--- src/rtl/sum_core_pkg.sv ---
package sum_core_pkg;
  typedef enum logic {
    ST_IDLE = 1'b0,
    ST_RUN  = 1'b1
  } core_state_e;
endpackage

--- src/rtl/sum_core_ctrl.sv ---
module sum_core_ctrl
  import sum_core_pkg::*;
(
  input  logic clk,
  input  logic rst,
  input  logic start_i,
  output logic capture_o,
  output logic idle_o,
  output logic done_o
);
  core_state_e state_q, state_d;

  // Accept a start only while idle.
  assign capture_o = start_i && (state_q == ST_IDLE);

  always_comb begin
    state_d = state_q;
    case (state_q)
      ST_IDLE: if (start_i) state_d = ST_RUN;
      ST_RUN:  state_d = ST_IDLE;
      default: state_d = ST_IDLE;
    endcase
  end

  always_ff @(posedge clk) begin
    if (rst) state_q <= ST_IDLE;
    else     state_q <= state_d;
  end

  assign idle_o = (state_q == ST_IDLE);
  assign done_o = (state_q == ST_RUN);

  assert_done_one_cycle_R3: assert property (@(posedge clk) disable iff (rst)
    done_o |=> !done_o);
  assert_accept_then_done_R3: assert property (@(posedge clk) disable iff (rst)
    capture_o |=> (done_o && !idle_o));
  assert_no_accept_when_busy_R2: assert property (@(posedge clk) disable iff (rst)
    !idle_o |-> !capture_o);
  assert_idle_excl_done_R1: assert property (@(posedge clk) disable iff (rst)
    idle_o != done_o);
endmodule

--- src/rtl/sum_core_adders.sv ---
module sum_core_adders #(
  parameter int OP_W  = 16,
  parameter int RES_W = 16
) (
  input  logic [OP_W-1:0]  op_a,
  input  logic [OP_W-1:0]  op_b,
  input  logic [RES_W-1:0] acc_in,
  output logic [RES_W-1:0] ret_sum,
  output logic [RES_W-1:0] acc_sum
);
  logic [RES_W-1:0] a_ext, b_ext;

  generate
    if (RES_W > OP_W) begin : g_widen
      localparam int PAD = RES_W - OP_W;
      assign a_ext = {{PAD{1'b0}}, op_a};
      assign b_ext = {{PAD{1'b0}}, op_b};
    end else begin : g_trim
      assign a_ext = op_a[RES_W-1:0];
      assign b_ext = op_b[RES_W-1:0];
    end
  endgenerate

  // Both sums wrap at RES_W bits.
  assign ret_sum = a_ext + b_ext;
  assign acc_sum = ret_sum + acc_in;
endmodule

--- src/rtl/sum_core_regs.sv ---
module sum_core_regs #(
  parameter int RES_W = 16
) (
  input  logic             clk,
  input  logic             rst,
  input  logic             load,
  input  logic [RES_W-1:0] ret_d,
  input  logic [RES_W-1:0] acc_d,
  output logic [RES_W-1:0] ret_q,
  output logic [RES_W-1:0] acc_q
);
  always_ff @(posedge clk) begin
    if (rst) begin
      ret_q <= '0;
      acc_q <= '0;
    end else if (load) begin
      ret_q <= ret_d;
      acc_q <= acc_d;
    end
  end
endmodule

--- src/rtl/sum_handshake_core.sv ---
module sum_handshake_core #(
  parameter int OP_W  = 16,
  parameter int RES_W = 16
) (
  input  logic             clk,
  input  logic             rst,
  input  logic             start_i,
  output logic             idle_o,
  output logic             done_o,
  output logic             ready_o,
  input  logic [OP_W-1:0]  op_a_i,
  input  logic [OP_W-1:0]  op_b_i,
  input  logic [RES_W-1:0] acc_i,
  output logic [RES_W-1:0] ret_o,
  output logic [RES_W-1:0] acc_o,
  output logic             acc_vld_o
);
  logic             capture;
  logic             done_int;
  logic [RES_W-1:0] ret_sum, acc_sum;

  sum_core_ctrl u_ctrl (
    .clk       (clk),
    .rst       (rst),
    .start_i   (start_i),
    .capture_o (capture),
    .idle_o    (idle_o),
    .done_o    (done_int)
  );

  sum_core_adders #(.OP_W(OP_W), .RES_W(RES_W)) u_add (
    .op_a    (op_a_i),
    .op_b    (op_b_i),
    .acc_in  (acc_i),
    .ret_sum (ret_sum),
    .acc_sum (acc_sum)
  );

  sum_core_regs #(.RES_W(RES_W)) u_regs (
    .clk   (clk),
    .rst   (rst),
    .load  (capture),
    .ret_d (ret_sum),
    .acc_d (acc_sum),
    .ret_q (ret_o),
    .acc_q (acc_o)
  );

  assign done_o    = done_int;
  assign ready_o   = done_int;
  assign acc_vld_o = done_int;

  // Reference sums built from the ports.
  logic [RES_W-1:0] chk_ret, chk_acc;
  assign chk_ret = RES_W'(op_a_i) + RES_W'(op_b_i);
  assign chk_acc = RES_W'(op_a_i) + RES_W'(op_b_i) + acc_i;

  assert_ret_value_R4: assert property (@(posedge clk) disable iff (rst)
    (start_i && idle_o) |=> (ret_o == $past(chk_ret)));
  assert_acc_value_R5: assert property (@(posedge clk) disable iff (rst)
    (start_i && idle_o) |=> (acc_o == $past(chk_acc)));
  assert_vld_with_done_R6: assert property (@(posedge clk) disable iff (rst)
    acc_vld_o == (done_o && ready_o));
  assert_idle_after_done_R1: assert property (@(posedge clk) disable iff (rst)
    done_o |=> (idle_o && !acc_vld_o));
endmodule

--- config.mk ---
export PLATFORM = sky130hd
export DESIGN_NAME = sum_handshake_core
export DESIGN_NICKNAME = d
export VERILOG_FILES = /design/src/rtl/sum_core_pkg.sv /design/src/rtl/sum_core_ctrl.sv /design/src/rtl/sum_core_adders.sv /design/src/rtl/sum_core_regs.sv /design/src/rtl/sum_handshake_core.sv
export SDC_FILE = /design/constraint.sdc
export NUM_CORES = 1
export LEC_CHECK = 0
export BUFFER_PORTS_ARGS = -buffer_cell sky130_fd_sc_hd__buf_2
export CORE_MARGIN = 5
export CORE_UTILIZATION = 46
export CTS_CLUSTER_SIZE = 16
export DETAILED_ROUTE_END_ITERATION = 8
export PLACE_DENSITY_LB_ADDON = 0.08
export SYNTH_ARGS = -nofsm -noshare
export SYNTH_HDL_FRONTEND = slang
export SYNTH_HIERARCHICAL = 1
export SYNTH_SLANG_ARGS = --single-unit
--- constraint.sdc ---
create_clock -name clk -period 3.4 [get_ports clk]
set_input_delay 0.17 -clock clk [delete_from_list [all_inputs] [get_ports clk]]
set_output_delay 0.17 -clock clk [all_outputs]
set_load 0.01 [all_outputs]
==> results by group, run 1 <==
Synthesis
  • Avg Inst Size Synth: 8.99 sq um
  • Synth warn: 6
  • Async S/R FF share, synth: 0%
  • Syn Std Cell Area: 0.00259 sq mm
  • Post-synth top cells: 45 x nor2_1, 33 x dfxtp_1, 33 x mux2i_1
  • Share of the synthesized area in the top cell type: 25.5%
  • Ys flop type: dfxtp_1
  • Synth area leader: dfxtp_1
  • Netlist cell types: 43
  • Most area-consuming cells after synthesis: dfxtp_1 26%, ha_1 15%, mux2i_1 13%
  • Number of synthesized flops with an enable pin: 0
  • Post-synthesis sequential area ratio: 25.5%
  • Mapped Nets: 373
  • Mapped Cells: 288
  • Most frequent cell after synthesis: nor2_1
  • Synth Register Bits: 33

Timing
  • Final setup viols: 0
  • RSZ-0062 raised after global routing: true
  • Slew Viols, Final: 0
  • Min Clock Period, post-route: 3.20 ns
  • Fin. Hold Viols: 0
  • Least-Margin Pin Slew: 0.616 ns
  • Fmax: 0.313 GHz
  • Max_slew headroom: 58.9%
  • Clock skew: 0.00496 ns
  • Fin crit share: 94.1%

GRT
  • Total grt overflow: 0
  • Antenna violations before repair: 0
  • GRT Total Usage: 17.2%
  • Number of global-route vias before repair: 2369
  • First-pass GRT wire length: 10.3 mm
  • Largest net degree at the start of global routing: 34

Clock network
  • Clock latency at the later pin of the worst-skew pair: 0.28 ns
  • CTS clk-pin slew, worst paths: 0.07 ns
  • H-tree depth: 2
  • Hold Buf Count CTS: 0
  • Num CTS Buffers: 5
  • Max Root-Sink Buffers: 2
  • CTS sink cnt: 33
  • CTS tree: yes
  • Root buffer cell: clkbuf_8

Pwr
  • P_leak: 1.73 nW
  • Power density over the cells: 467 mW/mm^2
  • Max VDD drop: 0.334 mV
  • Total power: 1.57 mW

Critical path
  • CP top delay family: compound AO/OA/AOI/OAI gates
  • Crit. End Element: register
  • Slowest-stage cell, CP: fa_2
  • Slowest cell delay on critical path: 0.39 ns
  • R2R Setup Slk: 1.69 ns
  • Worst path arrival time: 3.35 ns
  • Critical path cell sequence: buf_6, ha_4, inv_2, fa_2, nor2b_2, o21ai_2, a21oi_2, o21a_1, o21ai_1, a21oi_1, xor2_1, ha_1, a21o_1, a31oi_2, a31oi_2, a21o_1, a21oi_2, xnor3_1, mux2i_1, nor2_1
  • Worst reg2reg startpoint: u_ctrl/done_o
  • Reg-to-reg critical path endpoint: u_regs/acc_q[6]
  • Crit start category: input pin
  • Req. time, crit path: 3.55 ns
  • R2R cell count: 4
  • WP buf/inv: 2
  • Critical path fanouts, max: 3
  • CP Class: in2reg

Route
  • Via density: 5.07
  • Drt wl/cell: 13.1 um
  • Final ANT Viol Nets: 0
  • Detailed Route WL: 6.16 mm
  • Detailed-route via count: 2383
  • Drt first-iter violations: 123
  • Final routed DRC violation total: 0
  • Initial DRT Pass Iterations: 4

Finish
  • # fillers: 521
  • Non-filler cells, final: 470
  • Diodes inserted: 0
  • Area of the multi-input gates: 0.00185 sq mm
  • Final Net Count: 482
  • Area delta synth->final: 29.6%
  • Share of layout cells above drive strength 1: 35.2%
  • FF/Latch Area: 661 sq um

Die
  • Die Y: 85.0 um
  • Initial core utilization: 47.3%
  • Die Width: 85.0 um
  • DIE AREA: 0.00723 sq mm
  • Top Ports: 87
  • Row cnt: 27
  • Area of the core: 0.00547 sq mm

Worst hold path
  • WHS Endpoint: u_ctrl/done_o
  • Hold Path Depth: 2
  • Hold Startpoint: start_i
  • Worst Hold Class: in2reg

Flow run
  • Maxcap violations: 0

Place
  • Post-DP HPWL: 4.93 mm
  • Placed Instances: 458
  • I/O Buffers: 86
  • Final GP Congestion: 0.837

Run status
  • Outcome: finished, final reports clean
flip-flops by register name, summed over array words and instances, names as in the netlist:
name / flops
u_regs/acc_q: 16
u_ctrl/done_o: 1
u_regs/ret_q: 16
where the power goes:
part           switching [mW]  total [mW]  internal, mW
registers              0.0302       0.476         0.446
logic                   0.400       0.809         0.409
clock network           0.141       0.283         0.142
how the worst max path moves through the flow:
| stage | end | start | cells past startpoint |
|---|---|---|---|
| global route | u_regs/acc_q[15] | op_b_i[0] | 20 |
| floorplan | u_regs/acc_q[15] | op_a_i[0] | 19 |
| detailed placement | u_regs/acc_q[15] | op_a_i[0] | 20 |
| finish | u_regs/acc_q[15] | op_b_i[0] | 20 |
| global placement | u_regs/acc_q[15] | op_a_i[0] | 20 |
| CTS | u_regs/acc_q[15] | op_a_i[0] | 20 |
layout by cell type (no fill, tap or decap), drive strengths merged, types with 2 or more instances in the layout:
master   count
nor2b        4
buf        111
nor3         7
a31oi        6
a21o         9
o21ai       10
nor2        45
and3         5
nor3b        3
clkinv       2
nand3        2
o21a         5
mux2i       33
clkbuf       6
inv         11
a2111oi      2
nand2       10
fa           2
nand2b       2
a21oi       16
ha          32
xor2         9
xnor2       15
dfxtp       33
o211ai       5
or2          3
stage by stage:
| step | cell area (sq um) | setup slack [ns] | hold WS, ns | TNS [ns] | util (%) |
|---|---|---|---|---|---|
| 4_1_cts | 3270 | 0.0220 | 0.134 | 0 | 59.8 |
| 3_3_place_gp | 3180 | -0.264 | 0.428 | -0.514 | 58.1 |
| 5_1_grt | 3360 | -0.110 | 0.158 | -0.145 | 61.3 |
| 2_1_floorplan | 2590 | 0.0192 | 0.241 | 0 | - |
| 3_5_place_dp | 3180 | -0.352 | 0.435 | -0.793 | 58.1 |
| 6_report | 3360 | 0.202 | 0.145 | 0 | 61.3 |
kinds of logic (layout without fill, tap and decap cells):
logic type	Yosys count	count (layout)	synth area share (%)
AO/OA/AOI/OAI	59	59	15.3
XOR/XNOR	25	25	8.99
adder cells (fa/ha/maj)	34	34	17.0
buffers and inverters	20	130	5.36
flip-flops	33	33	25.5
multiplexers	33	33	12.8
AND/OR/NAND/NOR	84	84	15.1
layer usage:
metal,vias up,GRT usage [%],part of all wire [%]
met2,53,30.1,51
met4,0,6.19,1.5
li1,1240,-,-
met5,-,0,0
met1,1082,19.8,42
met3,8,4.85,6.1
timing repair:
| action | CTS | global route |
|---|---|---|
| buffers inserted | 1 | 3 |
| endpoints found under the setup margin | 1 | 3 |
| resized for setup | 1 | 16 |
| endpoints found under the hold margin | 0 | 0 |
| pin swaps | 3 | 16 |
cell type report:
type,count,share of cell area (%)
Multi-Input combinational cell,235,55.1
Clock inverter,2,0.298
Clock buffer,6,2.16
Tap cell,72,2.68
Inverter,11,1.23
Sequential cell,33,19.7
Timing Repair Buffer,111,18.9
Note: power is estimated with default switching activity, not from simulation.
==> inputs of run 2 (changes only) <==
--- a/config.mk
+++ b/config.mk
@@ -11,6 +11,7 @@
 export CTS_CLUSTER_SIZE = 16
 export DETAILED_ROUTE_END_ITERATION = 8
 export PLACE_DENSITY_LB_ADDON = 0.08
+export SLEW_MARGIN = 25
 export SYNTH_ARGS = -nofsm -noshare
 export SYNTH_HDL_FRONTEND = slang
 export SYNTH_HIERARCHICAL = 1
==> constraint.sdc (replaced) <==
create_clock -name clk -period 3.4 [get_ports clk]
set_input_delay 0.34 -clock clk [delete_from_list [all_inputs] [get_ports clk]]
set_output_delay 0.34 -clock clk [all_outputs]
set_load 0.01 [all_outputs]
==> results by group, run 2 (synthesis results as in run 1) <==
GRT
  • Largest net degree at the start of global routing: 34 (unchanged)
  • Number of global-route vias before repair: 2353 (was 2369)
  • Antenna violations before repair: 0 (unchanged)
  • First-pass GRT wire length: 10.0 mm (was 10.3 mm)
  • Total grt overflow: 0 (unchanged)
  • GRT Total Usage: 16.8% (was 17.2%)

Die
  • Initial core utilization: 47.3% (unchanged)
  • DIE AREA: 0.00723 sq mm (unchanged)
  • Area of the core: 0.00547 sq mm (unchanged)
  • Top Ports: 87 (unchanged)
  • Row cnt: 27 (unchanged)
  • Die Width: 85.0 um (unchanged)
  • Die Y: 85.0 um (unchanged)

Route
  • Drt first-iter violations: 66 (was 123)
  • Initial DRT Pass Iterations: 4 (unchanged)
  • Via density: 4.97 (was 5.07)
  • Final ANT Viol Nets: 0 (unchanged)
  • Detailed Route WL: 6.16 mm (about the same)
  • Detailed-route via count: 2376 (was 2383)
  • Drt wl/cell: 12.9 um (was 13.1 um)
  • Final routed DRC violation total: 0 (unchanged)

Critical path
  • Critical path fanouts, max: 3 (unchanged)
  • Slowest cell delay on critical path: 0.30 ns (was 0.39 ns)
  • CP Class: in2reg (unchanged)
  • Worst reg2reg startpoint: u_ctrl/done_o (unchanged)
  • Critical path cell sequence: buf_2, ha_2, inv_1, fa_2, nor2b_1, o21ai_1, a21oi_2, o21a_1, o211ai_1, nand2_1, xor2_2, ha_1, a21o_1, a31oi_4, a31oi_2, a21o_1, a21oi_2, xnor3_1, mux2i_1, nor2_1 (was buf_6, ha_4, inv_2, fa_2, nor2b_2, o21ai_2, a21oi_2, o21a_1, o21ai_1, a21oi_1, xor2_1, ha_1, a21o_1, a31oi_2, a31oi_2, a21o_1, a21oi_2, xnor3_1, mux2i_1, nor2_1)
  • Crit start category: input pin (unchanged)
  • R2R Setup Slk: 1.63 ns (was 1.69 ns)
  • CP top delay family: compound AO/OA/AOI/OAI gates (unchanged)
  • Reg-to-reg critical path endpoint: u_regs/acc_q[0] (was u_regs/acc_q[6])
  • R2R cell count: 4 (unchanged)
  • Slowest-stage cell, CP: o211ai_1 (was fa_2)
  • CP Launch Point: op_a_i[0] (was op_b_i[0])
  • Crit. End Element: register (unchanged)
  • Req. time, crit path: 3.56 ns (was 3.55 ns)
  • WP buf/inv: 2 (unchanged)
  • Worst path arrival time: 3.50 ns (was 3.35 ns)

Place
  • Final GP Congestion: 0.824 (was 0.837)
  • Dpl ws: -0.317 ns (was -0.352 ns)
  • I/O Buffers: 86 (unchanged)
  • Post-DP HPWL: 5.01 mm (was 4.93 mm)

Pwr
  • Power density over the cells: 468 mW/mm^2 (was 467 mW/mm^2)
  • Max VDD drop: 0.247 mV (was 0.334 mV)
  • P_leak: 1.77 nW (was 1.73 nW)
  • Switching share of power: 35.9% (was 36.4%)
  • Combinational cell fraction of total power: 52.3% (was 51.6%)
  • Reg power frac: 29.2% (was 30.4%)
  • Clk pwr share: 18.5% (was 18.0%)
  • Int Pwr: 1.04 mW (was 0.996 mW)
  • P_sw: 0.583 mW (was 0.571 mW)

Clock network
  • Root buffer cell: clkbuf_8 (unchanged)
  • Clock latency at the later pin of the worst-skew pair: 0.29 ns (was 0.28 ns)
  • CTS tree: yes (unchanged)
  • Max Root-Sink Buffers: 2 (unchanged)
  • H-tree depth: 2 (unchanged)
  • Hold Buf Count CTS: 0 (unchanged)
  • CTS clk-pin slew, worst paths: 0.07 ns (about the same)
  • Num CTS Buffers: 5 (unchanged)
  • CTS sink cnt: 33 (unchanged)

Timing
  • Fmax: 0.299 GHz (was 0.313 GHz)
  • Fin crit share: 98.5% (was 94.1%)
  • Setup_tns: 0 ns (unchanged)
  • Setup ws final: 0.0524 ns (was 0.202 ns)
  • Slew Viols, Final: 0 (unchanged)
  • Final setup viols: 0 (unchanged)
  • Min Clock Period, post-route: 3.35 ns (was 3.20 ns)
  • Clock skew: 0.00681 ns (was 0.00496 ns)
  • Max_slew headroom: 58.1% (was 58.9%)
  • Least-Margin Pin Slew: 0.627 ns (was 0.616 ns)
  • Fin. Hold Viols: 0 (unchanged)
  • RSZ-0062 raised after global routing: true (unchanged)

Worst hold path
  • Worst Hold Class: in2reg (unchanged)
  • WHS Endpoint: u_ctrl/done_o (unchanged)
  • Hold Path Depth: 2 (unchanged)
  • Hold Startpoint: start_i (unchanged)

Finish
  • Most frequent cells in the layout: 86 x buf_2, 45 x nor2_1, 34 x buf_4 (was 84 x buf_2, 44 x nor2_1, 33 x mux2i_1, 33 x dfxtp_1, 30 x ha_1)
  • Diodes inserted: 0 (unchanged)
  • Share of layout cells above drive strength 1: 37.2% (was 35.2%)
  • Area delta synth->final: 34.3% (was 29.6%)
  • # fillers: 511 (was 521)
  • Final Core Density: 63.5% (was 61.3%)
  • Leading cell type in the layout, fill and taps excluded: buf_2 (unchanged)
  • Final Net Count: 491 (was 482)

Run status
  • Outcome: finished, final reports clean (unchanged)

Flow run
  • Maxcap violations: 0 (unchanged)
[run 2: cell count changes in the layout (fill, tap and decap cells not counted), sizes merged]
cell	delta
buf	+9
clkbuf	+1
clkinv	-2
[run 2: layout make-up]
type | instances | area, sq um | area share (%)
repair buffers | 120 | 686 | 19.7
inverters | 11 | 41.3 | 1.19
clock buffers | 7 | 86.3 | 2.48
multi-input cells | 235 | 1910 | 55.0
well taps | 72 | 90.1 | 2.59
flip-flops and latches | 33 | 661 | 19.0
[run 2: metal layers]
metal	up-vias	part of all wire (%)	GRT usage [%]
met3	6	6.4	5.15
met5	-	0	0
li1	1262	-	-
met4	0	0.78	4.75
met1	1056	41	19.2
met2	52	51	30.0
[run 2: worst max path at each step]
stage               slack, ns               end  depth (start not counted)
floorplan                0.08  u_regs/acc_q[15]                         19
global placement        -0.22  u_regs/acc_q[15]                         20
CTS                      0.03  u_regs/acc_q[15]                         20
finish                   0.05  u_regs/acc_q[15]                         20
detailed placement      -0.32  u_regs/acc_q[15]                         20
global route            -0.20  u_regs/acc_q[15]                         20
[run 2: power groups by stage]
stage	logic (mW)	registers, mW	clock network, mW
floorplan	0.507	0.510	0
global placement	0.786	0.483	0
detailed placement	0.797	0.484	0
CTS	0.803	0.476	0.312
global route	0.949	0.483	0.332
finish	0.850	0.475	0.300
[run 2: repair_timing]
| action | CTS | global route |
|---|---|---|
| setup endpoints to repair | 1 | 3 |
| gates resized for setup | 1 | 17 |
| setup buffers | 0 | 2 |
| pin swaps | 0 | 6 |
[run 2: metrics by stage]
stage | hold slack, ns | instances | power, mW | area, sq um
final | 0.328 | 478 | 1.63 | 3480
after global routing | 0.332 | 478 | 1.76 | 3480
after CTS | 0.325 | 476 | 1.59 | 3360
after detailed placement | 0.479 | 469 | 1.28 | 3260
after global placement | 0.469 | 469 | 1.27 | 3260
after floorplan | 0.411 | 288 | 1.02 | 2590
[run 2: worst reg2reg max path: cells and delay by family (launching register included)]
kind | cells | cell delay, ns
muxes | 1 | 0.27
buffers and inverters | 1 | 0.40
and+or+nand+nor | 2 | 0.60
DFF | 1 | 0.37
==> inputs of run 3 (changes only) <==
--- a/config.mk
+++ b/config.mk
@@ -14,5 +14,4 @@
 export SLEW_MARGIN = 25
 export SYNTH_ARGS = -nofsm -noshare
 export SYNTH_HDL_FRONTEND = slang
-export SYNTH_HIERARCHICAL = 1
 export SYNTH_SLANG_ARGS = --single-unit
==> results by group, run 3 <==
Synthesis
  • Synth warn: 0 (was 6)
  • Share of the synthesized area in the top cell type: 25.8% (was 25.5%)
  • Multiplexer share of the synthesized area: 0.392% (was 12.8%)
  • Ys flop type: dfxtp_1 (unchanged)
  • Post-synth top cells: 43 x nand2_1, 40 x a21oi_1, 33 x dfxtp_1 (was 45 x nor2_1, 33 x dfxtp_1, 33 x mux2i_1)
  • Avg Inst Size Synth: 7.96 sq um (was 8.99 sq um)
  • Netlist cell types: 46 (was 43)
  • Synth Register Bits: 33 (unchanged)
  • Adder-cell area share of the yosys netlist: 17.2% (was 17.0%)
  • Largest family of logic cells by synthesized area: compound AO/OA/AOI/OAI gates (was adder cells)
  • Most frequent cell after synthesis: nand2_1 (was nor2_1)
  • Post-Synth XOR/XNOR Area: 8.91% (was 8.99%)
  • Synth Area in Compound Gates: 22.8% (was 15.3%)
  • Number of synthesized flops with an enable pin: 0 (unchanged)
  • Async S/R FF share, synth: 0% (unchanged)
  • Post-synthesis simple-gate area fraction: 20.8% (was 15.1%)
  • Synth area leader: dfxtp_1 (unchanged)
  • Mapped Cells: 321 (was 288)
  • Syn Std Cell Area: 0.00256 sq mm (was 0.00259 sq mm)
  • Post-synthesis sequential area ratio: 25.8% (was 25.5%)
  • Most area-consuming cells after synthesis: dfxtp_1 26%, ha_1 16%, a21oi_1 7.8% (was dfxtp_1 26%, ha_1 15%, mux2i_1 13%)
  • Mapped Nets: 406 (was 373)

Die
  • Area of the core: 0.00544 sq mm (was 0.00547 sq mm)
  • Die Width: 84.5 um (was 85.0 um)
  • Row cnt: 27 (unchanged)
  • Top Ports: 87 (unchanged)
  • Initial core utilization: 47.0% (was 47.3%)
  • DIE AREA: 0.00715 sq mm (was 0.00723 sq mm)
  • Die Y: 84.5 um (was 85.0 um)

Clock network
  • Clock latency at the later pin of the worst-skew pair: 0.28 ns (was 0.29 ns)
  • CTS clk-pin slew, worst paths: 0.07 ns (about the same)
  • Num CTS Buffers: 5 (unchanged)
  • Max Root-Sink Buffers: 2 (unchanged)
  • H-tree depth: 2 (unchanged)
  • Hold Buf Count CTS: 0 (unchanged)
  • CTS tree: yes (unchanged)
  • CTS sink cnt: 33 (unchanged)
  • Root buffer cell: clkbuf_8 (unchanged)

Pwr
  • Int Pwr: 1.02 mW (was 1.04 mW)
  • Switching share of power: 37.3% (was 35.9%)
  • Max VDD drop: 0.242 mV (was 0.247 mV)
  • Power density over the cells: 468 mW/mm^2 (about the same)
  • Combinational cell fraction of total power: 51.6% (was 52.3%)
  • Total power: 1.63 mW (about the same)
  • Clk pwr share: 19.9% (was 18.5%)
  • Reg power frac: 28.4% (was 29.2%)
  • P_sw: 0.609 mW (was 0.583 mW)
  • P_leak: 1.65 nW (was 1.77 nW)

Route
  • Detailed-route via count: 2678 (was 2376)
  • Via density: 5.30 (was 4.97)
  • Final routed DRC violation total: 0 (unchanged)
  • Final ANT Viol Nets: 0 (unchanged)
  • Drt first-iter violations: 122 (was 66)
  • Drt wl/cell: 14.1 um (was 12.9 um)
  • Detailed Route WL: 7.11 mm (was 6.16 mm)
  • Initial DRT Pass Iterations: 4 (unchanged)

Critical path
  • CP Class: in2reg (unchanged)
  • Worst path arrival time: 3.71 ns (was 3.50 ns)
  • Crit path top cell by count: a21oi_2
  • Crit start category: input pin (unchanged)
  • Critical path cell sequence: buf_2, ha_4, fa_2, a21o_1, a21oi_2, o21ai_2, a2111o_1, a41oi_4, xnor2_2, ha_1, a21oi_2, o21ai_1, o31ai_1, o31a_1, xnor2_1, and3_1, nor3_2 (was buf_2, ha_2, inv_1, fa_2, nor2b_1, o21ai_1, a21oi_2, o21a_1, o211ai_1, nand2_1, xor2_2, ha_1, a21o_1, a31oi_4, a31oi_2, a21o_1, a21oi_2, xnor3_1, mux2i_1, nor2_1)
  • R2R Setup Slk: 1.72 ns (was 1.63 ns)
  • Critical path fanouts, max: 3 (unchanged)
  • Crit. End Element: register (unchanged)
  • Slowest cell delay on critical path: 0.48 ns (was 0.30 ns)
  • Slowest-stage cell, CP: a2111o_1 (was o211ai_1)
  • Req. time, crit path: 3.57 ns (was 3.56 ns)

Finish
  • Final Net Count: 517 (was 491)
  • Most frequent cells in the layout: 86 x buf_2, 42 x nand2_1, 36 x a21oi_1 (was 86 x buf_2, 45 x nor2_1, 34 x buf_4)
  • Area delta synth->final: 36.6% (was 34.3%)
  • Leading cell type in the layout, fill and taps excluded: buf_2 (unchanged)
  • Final non-filler cell area: 0.00349 sq mm (was 0.00348 sq mm)
  • Diodes inserted: 0 (unchanged)
  • Share of layout cells above drive strength 1: 33.9% (was 37.2%)

Timing
  • Slew Viols, Final: 0 (unchanged)
  • Final setup viols: 1 (was 0)
  • Setup ws final: -0.132 ns (was 0.0524 ns)
  • Fmax: 0.283 GHz (was 0.299 GHz)
  • RSZ-0062 raised after global routing: true (unchanged)
  • Max_slew headroom: 58.4% (was 58.1%)
  • Fin crit share: 104% (was 98.5%)
  • Clock skew: 0.00496 ns (was 0.00681 ns)
  • Fin. Hold Viols: 0 (unchanged)
  • Min Clock Period, post-route: 3.53 ns (was 3.35 ns)
  • Least-Margin Pin Slew: 0.624 ns (was 0.627 ns)

GRT
  • Largest net degree at the start of global routing: 33 (was 34)
  • First-pass GRT wire length: 11.6 mm (was 10.0 mm)
  • Total grt overflow: 0 (unchanged)
  • Number of global-route vias before repair: 2617 (was 2353)
  • Antenna violations before repair: 0 (unchanged)
  • GRT Total Usage: 19.4% (was 16.8%)

Place
  • Placed cell area: 0.00326 sq mm (about the same)
  • I/O Buffers: 86 (unchanged)
  • Final GP Congestion: 0.879 (was 0.824)
  • Post-DP HPWL: 5.35 mm (was 5.01 mm)

Flow run
  • Maxcap violations: 0 (unchanged)

Run status
  • Outcome: complete, but fails checks (was finished, final reports clean)
  • Failing checks: negative setup slack

Worst hold path
  • Worst Hold Class: reg2reg (was in2reg)
## run 3: cell count changes in the layout (fill, tap and decap cells not counted), moves of 4 or more
| cell | change |
|---|---|
| nand2_1 | +32 |
| a211oi_1 | +5 |
| a21oi_1 | +22 |
| nor2_1 | -23 |
| xnor2_1 | +4 |
| o21a_1 | -4 |
| nand4_1 | +7 |
| mux2i_1 | -32 |
| nand3_1 | +8 |
## run 3: logic make-up (layout without fill, tap and decap cells)
logic type | after synthesis | after routing
compound gates | 92 | 92
mux | 1 | 1
simple gates | 111 | 111
xor+xnor | 26 | 26
fa+ha+maj | 34 | 34
buf+inv | 24 | 136
flops | 33 | 33
## run 3: final timing paths
| check | start | end | depth (start not counted) |
|---|---|---|---|
| max reg2reg | u_ctrl.done_o | u_regs.ret_q[14] | 5 |
| max | op_a_i[0] | u_regs.acc_q[15] | 17 |
| min | u_regs.acc_q[9] | u_regs.acc_q[9] | 2 |
| min reg2reg | u_regs.acc_q[9] | u_regs.acc_q[9] | 2 |
## run 3: metal layers
metal	wire (um)	track usage [%]
met5	0	0
met4	79	5.47
met3	487	3.63
met2	3360	31.3
met1	3180	26.3
## run 3: critical path, delay by kind of cell
kind / cells / cell delay, ns
xor+xnor: 2 / 0.25
fa+ha+maj: 3 / 0.85
simple gates: 2 / 0.27
compound gates: 9 / 1.89
buf+inv: 1 / 0.12
## run 3: final cells by class
class	instances	area, sq um
Tap cell	72	90.1
Clock inverter	1	5.00
Multi-Input combinational cell	264	1930
Inverter	10	37.5
Fill cell	493	1950
Timing Repair Buffer	118	671
Clock buffer	7	96.3
Sequential cell	33	661
## run 3: power groups by stage
stage | Sequential [mW] | Combinational [mW] | Clock (mW)
4_1_cts | 0.464 | 0.805 | 0.339
3_3_place_gp | 0.472 | 0.776 | 0
6_report | 0.464 | 0.843 | 0.326
2_1_floorplan | 0.497 | 0.493 | 0
5_1_grt | 0.471 | 0.936 | 0.356
3_5_place_dp | 0.473 | 0.783 | 0
## run 3: timing repair
action | CTS | global route
setup endpoints to repair | 1 | 5
buffers inserted | 0 | 2
resized for setup | 4 | 13
pin swaps | 1 | 15
## run 3: stage by stage
stage / cells / hold slack [ns] / worst slack [ns] / utilization, % / setup TNS, ns
floorplan: 321 / 0.476 / 0.0255 / - / 0
global placement: 495 / 0.436 / -0.245 / 60.0 / -0.795
detailed placement: 495 / 0.442 / -0.332 / 60.0 / -1.17
CTS: 503 / 0.451 / 0.0156 / 62.5 / 0
global route: 505 / 0.477 / -0.304 / 64.2 / -0.453
finish: 505 / 0.446 / -0.132 / 64.2 / -0.132
